==> config.mk <==
export PLATFORM = sky130hd
export DESIGN_NAME = bitser_cell
export DESIGN_NICKNAME = d
export VERILOG_FILES = /design/src/rtl/bitser_cell.sv
export SDC_FILE = /design/constraint.sdc
export NUM_CORES = 1
export LEC_CHECK = 0
export BUFFER_PORTS_ARGS = -buffer_cell sky130_fd_sc_hd__buf_2
export CORE_MARGIN = 2
export CORE_UTILIZATION = 40
export CTS_CLUSTER_DIAMETER = 30
export DETAILED_ROUTE_END_ITERATION = 10
export GPL_TIMING_DRIVEN = 1
export PLACE_DENSITY = 0.56
export SLEW_MARGIN = 20
export SYNTH_ARGS = -nofsm -noshare
export SYNTH_HDL_FRONTEND = slang
export SYNTH_SLANG_ARGS = --single-unit
==> constraint.sdc <==
create_clock -name clk -period 4.6 [get_ports clk]
set_input_delay 0.46 -clock clk [delete_from_list [all_inputs] [get_ports clk]]
set_output_delay 0.46 -clock clk [all_outputs]
set_load 0.01 [all_outputs]
==> src/rtl/bitser_cell.sv <==
module bitser_cell #(
  parameter int NT = 4,
  parameter int TB = 16,
  parameter int FW = 3
) (
  input  logic       clk,
  input  logic       rst,
  input  logic       cfg_en,
  input  logic       cfg_in,
  input  logic [4:0] a,
  input  logic [4:0] b,
  input  logic [1:0] c,
  output logic [3:0] d,
  output logic [1:0] e
);
  localparam int BK = NT * TB;
  localparam int FB = BK + NT;
  localparam int RG = FB + NT * FW;
  localparam int CW = RG + NT;

  logic [CW-1:0] cfg;
  logic [NT-1:0] q, t, m, rsel;
  logic [1:0]    sr;

  always_ff @(posedge clk)
    if (cfg_en) cfg <= {cfg_in, cfg[CW-1:1]};

  always_ff @(posedge clk)
    if (rst) begin
      q  <= '0;
      sr <= '0;
    end else if (!cfg_en) begin
      q  <= m;
      sr <= c;
    end

  for (genvar i = 0; i < NT; i++) begin : g_tab
    logic [3:0]    src;
    logic [FW-1:0] fs;
    logic          top;
    logic [TB-1:0] lut;
    assign src = cfg[BK+i] ? b[3:0] : a[3:0];
    assign fs  = cfg[FB+FW*i +: FW];
    assign lut = cfg[TB*i +: TB];
    always_comb
      if (fs[2])              top = q[fs[1:0]];
      else if (fs == 3'b000)  top = src[3];
      else                    top = (fs == 3'b010);
    assign t[i] = lut[{top, src[2:0]}];
  end

  assign m    = {t[3], b[4] ? t[3] : t[2], t[1], a[4] ? t[1] : t[0]};
  assign rsel = cfg[RG +: NT];
  assign d    = (rsel & q) | (~rsel & m);
  assign e    = sr;


  rst_clear_chk: assert property (@(posedge clk) rst |=> (q == '0 && e == 2'b00));

  cfg_freeze_chk: assert property (@(posedge clk) disable iff (rst)
    cfg_en |=> ($stable(q) && $stable(e)));

  cfg_shift_chk: assert property (@(posedge clk) cfg_en |=> cfg[CW-1] == $past(cfg_in));

  shift_stage_chk: assert property (@(posedge clk) disable iff (rst)
    !cfg_en |=> e == $past(c));

  reg_capture_chk: assert property (@(posedge clk) disable iff (rst)
    !cfg_en |=> q == $past(m));
endmodule

# ---- Word-level counts from Yosys, hierarchy flattened
# Index checks and enable logic that the tools add are counted.
dict set report word_totals {
  reg_bits 90
  input_bits 16
}
dict set report op_classes {
  n_lt_le_gt_ge 8
  n_eq_ne 4
  muxes 30
  n_bitwise 4
  n_reduce_logical 4
}
# operator count
set op_table {}
lappend op_table {{$lt 4x5->1 const B} 4}
lappend op_table {{$mux 1} 18}
lappend op_table {{$bmux 1 s4} 4}
lappend op_table {{$mux 4} 4}
lappend op_table {{$eq 3x2->1 const B} 4}
lappend op_table {{$logic_not 3->1} 4}
lappend op_table {{$lt 2x3->1 const B} 4}
lappend op_table {{$and 4x4->4} 2}
lappend op_table {{$bmux 1 s2} 4}
lappend op_table {{$not 4->4} 1}
lappend op_table {{$or 4x4->4} 1}

# ---- Logic depth before layout (Yosys ltp)
dict set report depth {
  word_depth 8
  mapped_depth 9
  depth_no_buf 6
}

# ---- Worst setup path after synthesis
# OpenSTA, ideal clock, no wires.
dict set report synth_path {
  kind {in2out}
  startpoint {in b[0]}
  endpoint {out d[2]}
  arrival_ns 1.778
  slack_ns 2.362
  cell_stages 8
  n_path_buf 2
  path_cell_list {buf_6 -> buf_6 -> nor2b_1 -> o22ai_1 -> a21oi_1 -> o32ai_2 -> o211ai_2 -> a31oi_1}
}
dict set report synth_via {
  elab_chain_len 6
}
# item line
set synth_rtl {}
lappend synth_rtl {{from (decl)} 11} ;# input logic [4:0] b,
lappend synth_rtl {{$mux 4} 42} ;# assign src = cfg[BK+i] ? b[3:0] : a[3:0];
lappend synth_rtl {{$bmux 1 s4} 49} ;# assign t[i] = lut[{top, src[2:0]}];
lappend synth_rtl {{$mux 1 (not written as such)} 49}
lappend synth_rtl {{$mux 1 (*)} 52} ;# assign m = {t[3], b[4] ? t[3] : t[2], t[1], a[4] ? t[1] : t[0]};
lappend synth_rtl {{$and 4x4->4 (*)} 54} ;# assign d = (rsel & q) | (~rsel & m);
lappend synth_rtl {{$or 4x4->4 (*)} 54}
lappend synth_rtl {{to (decl)} 13} ;# output logic [3:0] d,
# Every way passes the cells marked *; elsewhere a longest branch is shown, timed or not. The select of a mux whose other input is x is not followed.

# ---- Worst setup path after layout
dict set report layout_path {
  startpoint {reg cfg[66]}
  endpoint {out d[2]}
}
dict set report layout_via {
  elab_chain_len 8
}
# item line
set layout_rtl {}
lappend layout_rtl {{from (decl)} 21} ;# logic [CW-1:0] cfg;
lappend layout_rtl {{from (signal assigned)} 26} ;# if (cfg_en) cfg <= {cfg_in, cfg[CW-1:1]};
lappend layout_rtl {{$mux 4 (*)} 42}
lappend layout_rtl {{$mux 1} 47} ;# else if (fs == 3'b000) top = src[3];
lappend layout_rtl {{$mux 1} 46} ;# if (fs[2]) top = q[fs[1:0]];
lappend layout_rtl {{$bmux 1 s4 (*)} 49}
lappend layout_rtl {{$mux 1 (not written as such) (*)} 49}
lappend layout_rtl {{$mux 1 (*)} 52}
lappend layout_rtl {{$and 4x4->4 (*)} 54}
lappend layout_rtl {{$or 4x4->4 (*)} 54}
# Marked as above.

==> run summary <==
Run status: completed
Final worst slack: 1.41 ns
Number of placement rows: 38
Part of the power in the clock network: 0.314
Antenna Violating Nets Remaining: 0
Total iterations of the first detailed-routing run: 4
Worst hold path startpoint: cfg_in
Fill cell count: 1018
Number of warning messages in the yosys log: 0
Total power per unit cell area: 366 nW/um2
Gpl congestion: 0.876
Violation count after the first detailed-routing iteration: 216
Pin count of the biggest net entering global routing: 62
All-Layer GR Usage: 0.163
CP startpoint kind: flip-flop
Clock sink count: 90
Synthesized netlist net count: 370
Worst Setup End Kind: primary output
Number of H-tree levels: 3
Final Critical Period: 3.19 ns
Worst setup path category: reg -> out
Combinational family with the most area after synthesis: compound AO/OA/AOI/OAI gates
Area share of and/or/nand/nor cells after synthesis: 0.141
Share of the synthesized netlist area taken by xor and xnor gates: 0
CTS Hold Buffers Added: 0
Area delta synth->final: 8.44%
Area of the multi-input gates: 1560 um2
Prevailing post-synth register cell: sky130_fd_sc_hd__edfxtp_1
Combinational power share: 0.114
Routed Wire Length: 9010 um
First element of the critical path: cfg[66]
Final count of hold timing violations: 0
Clock Pin Slew Worst Setup and Hold Paths: 0.09 ns
Initial antenna violation count: 0
Net switching power figure: 447 uW
Remaining DRCs: 0
TritonCTS clock tree: yes
Distinct cells, synth: 48
Share of total power in sequential cells: 0.572
Max-cap check violation count: 0
Via count of the routed design: 2796
Final instance area: 4720 um2
Arrival @ worst endpoint: 2.73 ns
Root cell of the clock tree: sky130_fd_sc_hd__clkbuf_8
Post-CTS Repair Setup Buffers: 0
Mux contribution to synthesized area: 0.0379
Number of cells produced by synthesis: 354
Instance area after placement: 4530 um2
Most used routing layer: met1
Avg Cell Area, Syn: 12.3 um2
Post-placement setup slack: 1.62 ns
Switching Share: 0.258
Met1 track demand over resource: 0.250
Area of the die: 11700 um2
Placed wire-length estimate: 6120 um
Number of cells upsized or downsized after cts: 0
Hold Crit Class: in -> reg
Global-route met3 utilization: 0.0368
Seq cells post-synth: 90
Setup-violating endpoint count in the final report: 0
Proportion of layout cells with a drive suffix above 1: 0.148
Worst slew margin: 0.473
Core box area: 10700 um2
Worst EP required: 4.14 ns
Largest area contributor in the netlist: sky130_fd_sc_hd__edfxtp_1
First-pass GRT wire length: 14400 um
Largest driver fanout on the critical path: 10
Grt total ovfl: 0
Met2 track demand over resource: 0.225
Area share of the leading cell type in the synthesized netlist: 0.579
Worst hold slack after final layout: 0.258 ns
Number of synthesized flops with an enable pin: 84
Int Pwr: 1280 uW
Maximum root-to-sink buffer count: 2
Reg-to-Reg Start: cfg[66]
Die width: 108 um
Share of synthesized flip-flops with an asynchronous set or reset: 0
Netlist area before placement: 4360 um2
Die Height: 108 um
Final Cycle Share: 0.693
Vias in the first global route: 2634
Buffers on Ports: 21
Clk_lat worst skew: 0.38 ns
Wirelength per Cell: 17.4 um
Adder and majority gate portion of the synthesized area: 0
Fraction of the yosys area taken by sequential cells: 0.607
Via density: 5.40
Worst Tran Pin Value: 0.791 ns
Max Fclk: 314 MHz
Num ports: 22
Number of antenna diodes: 0
Total clock buffers created by CTS: 9
Final number of max-transition violations: 0
Standby leakage power: 0.00166 uW
Total number of nets in the final design: 389
Skew final: 0.0187 ns
IR drop worst, VDD: 0.000175 V
Share of the synthesized area in compound gates (AO/OA/AOI/OAI): 0.179
Setup repair after global routing missed its margin: no
Combined flip-flop and latch cell area: 2640 um2
Initial Utilization: 0.405
Top post-synthesis cells by area: sky130_fd_sc_hd__edfxtp_1, sky130_fd_sc_hd__nand2b_1, sky130_fd_sc_hd__nor2b_1
Sum Neg Setup Slack: 0 ns
[cell type report]
cell class,count,area share
flip-flops and latches,90,0.559
multi-input cells,240,0.331
well taps,140,0.0371
clock buffers,10,0.0270
repair buffers,22,0.0244
clock inverters,6,0.0138
inverters,10,0.00794
[cell usage in the layout, fill, tap and decap left out, drive strengths merged, types with 2 or more instances in the layout]
master / Yosys / final
o21ai: 13 / 13
a211o: 3 / 3
nor2: 39 / 39
a311oi: 2 / 2
nor2b: 25 / 25
a21oi: 24 / 24
o21bai: 2 / 2
o211ai: 4 / 4
nand3: 2 / 2
edfxtp: 84 / 84
nor3: 2 / 2
nand2: 14 / 14
a22o: 5 / 5
buf: 13 / 22
a2bb2oi: 7 / 7
o31ai: 5 / 5
a211oi: 10 / 10
mux2: 3 / 3
a31oi: 2 / 2
or2: 7 / 7
o22ai: 14 / 14
clkbuf: 1 / 10
nand2b: 28 / 28
mux2i: 12 / 12
dfxtp: 6 / 6
o32ai: 6 / 6
clkinv: 0 / 3
a22oi: 2 / 2
inv: 10 / 11
o221ai: 4 / 4
[synth_stat cells, drive strengths merged, types with 7 or more instances]
cell	instances
o22ai	14
nor2	39
o21ai	13
nand2	14
mux2i	12
or2	7
nand2b	28
nor2b	25
buf	13
a211oi	10
a2bb2oi	7
inv	10
edfxtp	84
a21oi	24
[final timing paths]
check                  to  slack [ns]  depth (start not counted)
hold reg to reg   cfg[61]        0.44                          0
hold / removal    cfg[83]        0.26                          1
setup reg to reg     q[2]        2.24                          6
setup / recovery     d[2]        1.41                          7
[cell families after synthesis]
logic type,count (synthesis)
buffers and inverters,24
DFF,90
muxes,15
AOI/OAI and AO/OA,106
and+or+nand+nor,119
[through the flow]
| stage | total power, uW | cells | util |
|---|---|---|---|
| after CTS | 1740 | 518 | 0.440 |
| after global placement | 1200 | 502 | 0.422 |
| after floorplan | 1130 | 354 | - |
| final | 1730 | 518 | 0.440 |
| after detailed placement | 1200 | 502 | 0.422 |
| after global routing | 1800 | 518 | 0.440 |
[power groups by stage]
stage                     Clock [uW]  Combinational (uW)  Sequential (uW)
after floorplan                    0                 146              988
after global placement             0                 194             1010
after detailed placement           0                 197             1010
after CTS                        555                 198              990
after global routing             590                 218              996
final                            542                 198              989
[per-layer routing]
metal / up-vias / wire (um)
met2: 73 / 3800
li1: 1380 / -
met1: 1330 / 4540
met5: - / 0
met3: 13 / 504
met4: 0 / 173
[sequential cells by signal (all words and copies together), names as in the netlist]
name,count
e,2
q,4
cfg,84
[critical path: stages, from the launching register on]
cell	delay [ns]
sky130_fd_sc_hd__edfxtp_1	0.59
sky130_fd_sc_hd__mux2i_1	0.35
sky130_fd_sc_hd__nor2b_1	0.27
sky130_fd_sc_hd__o21ai_0	0.13
sky130_fd_sc_hd__o32ai_1	0.40
sky130_fd_sc_hd__mux2i_1	0.25
sky130_fd_sc_hd__a31oi_1	0.21
sky130_fd_sc_hd__buf_2	0.15
Power figures use the tool's default switching activity.
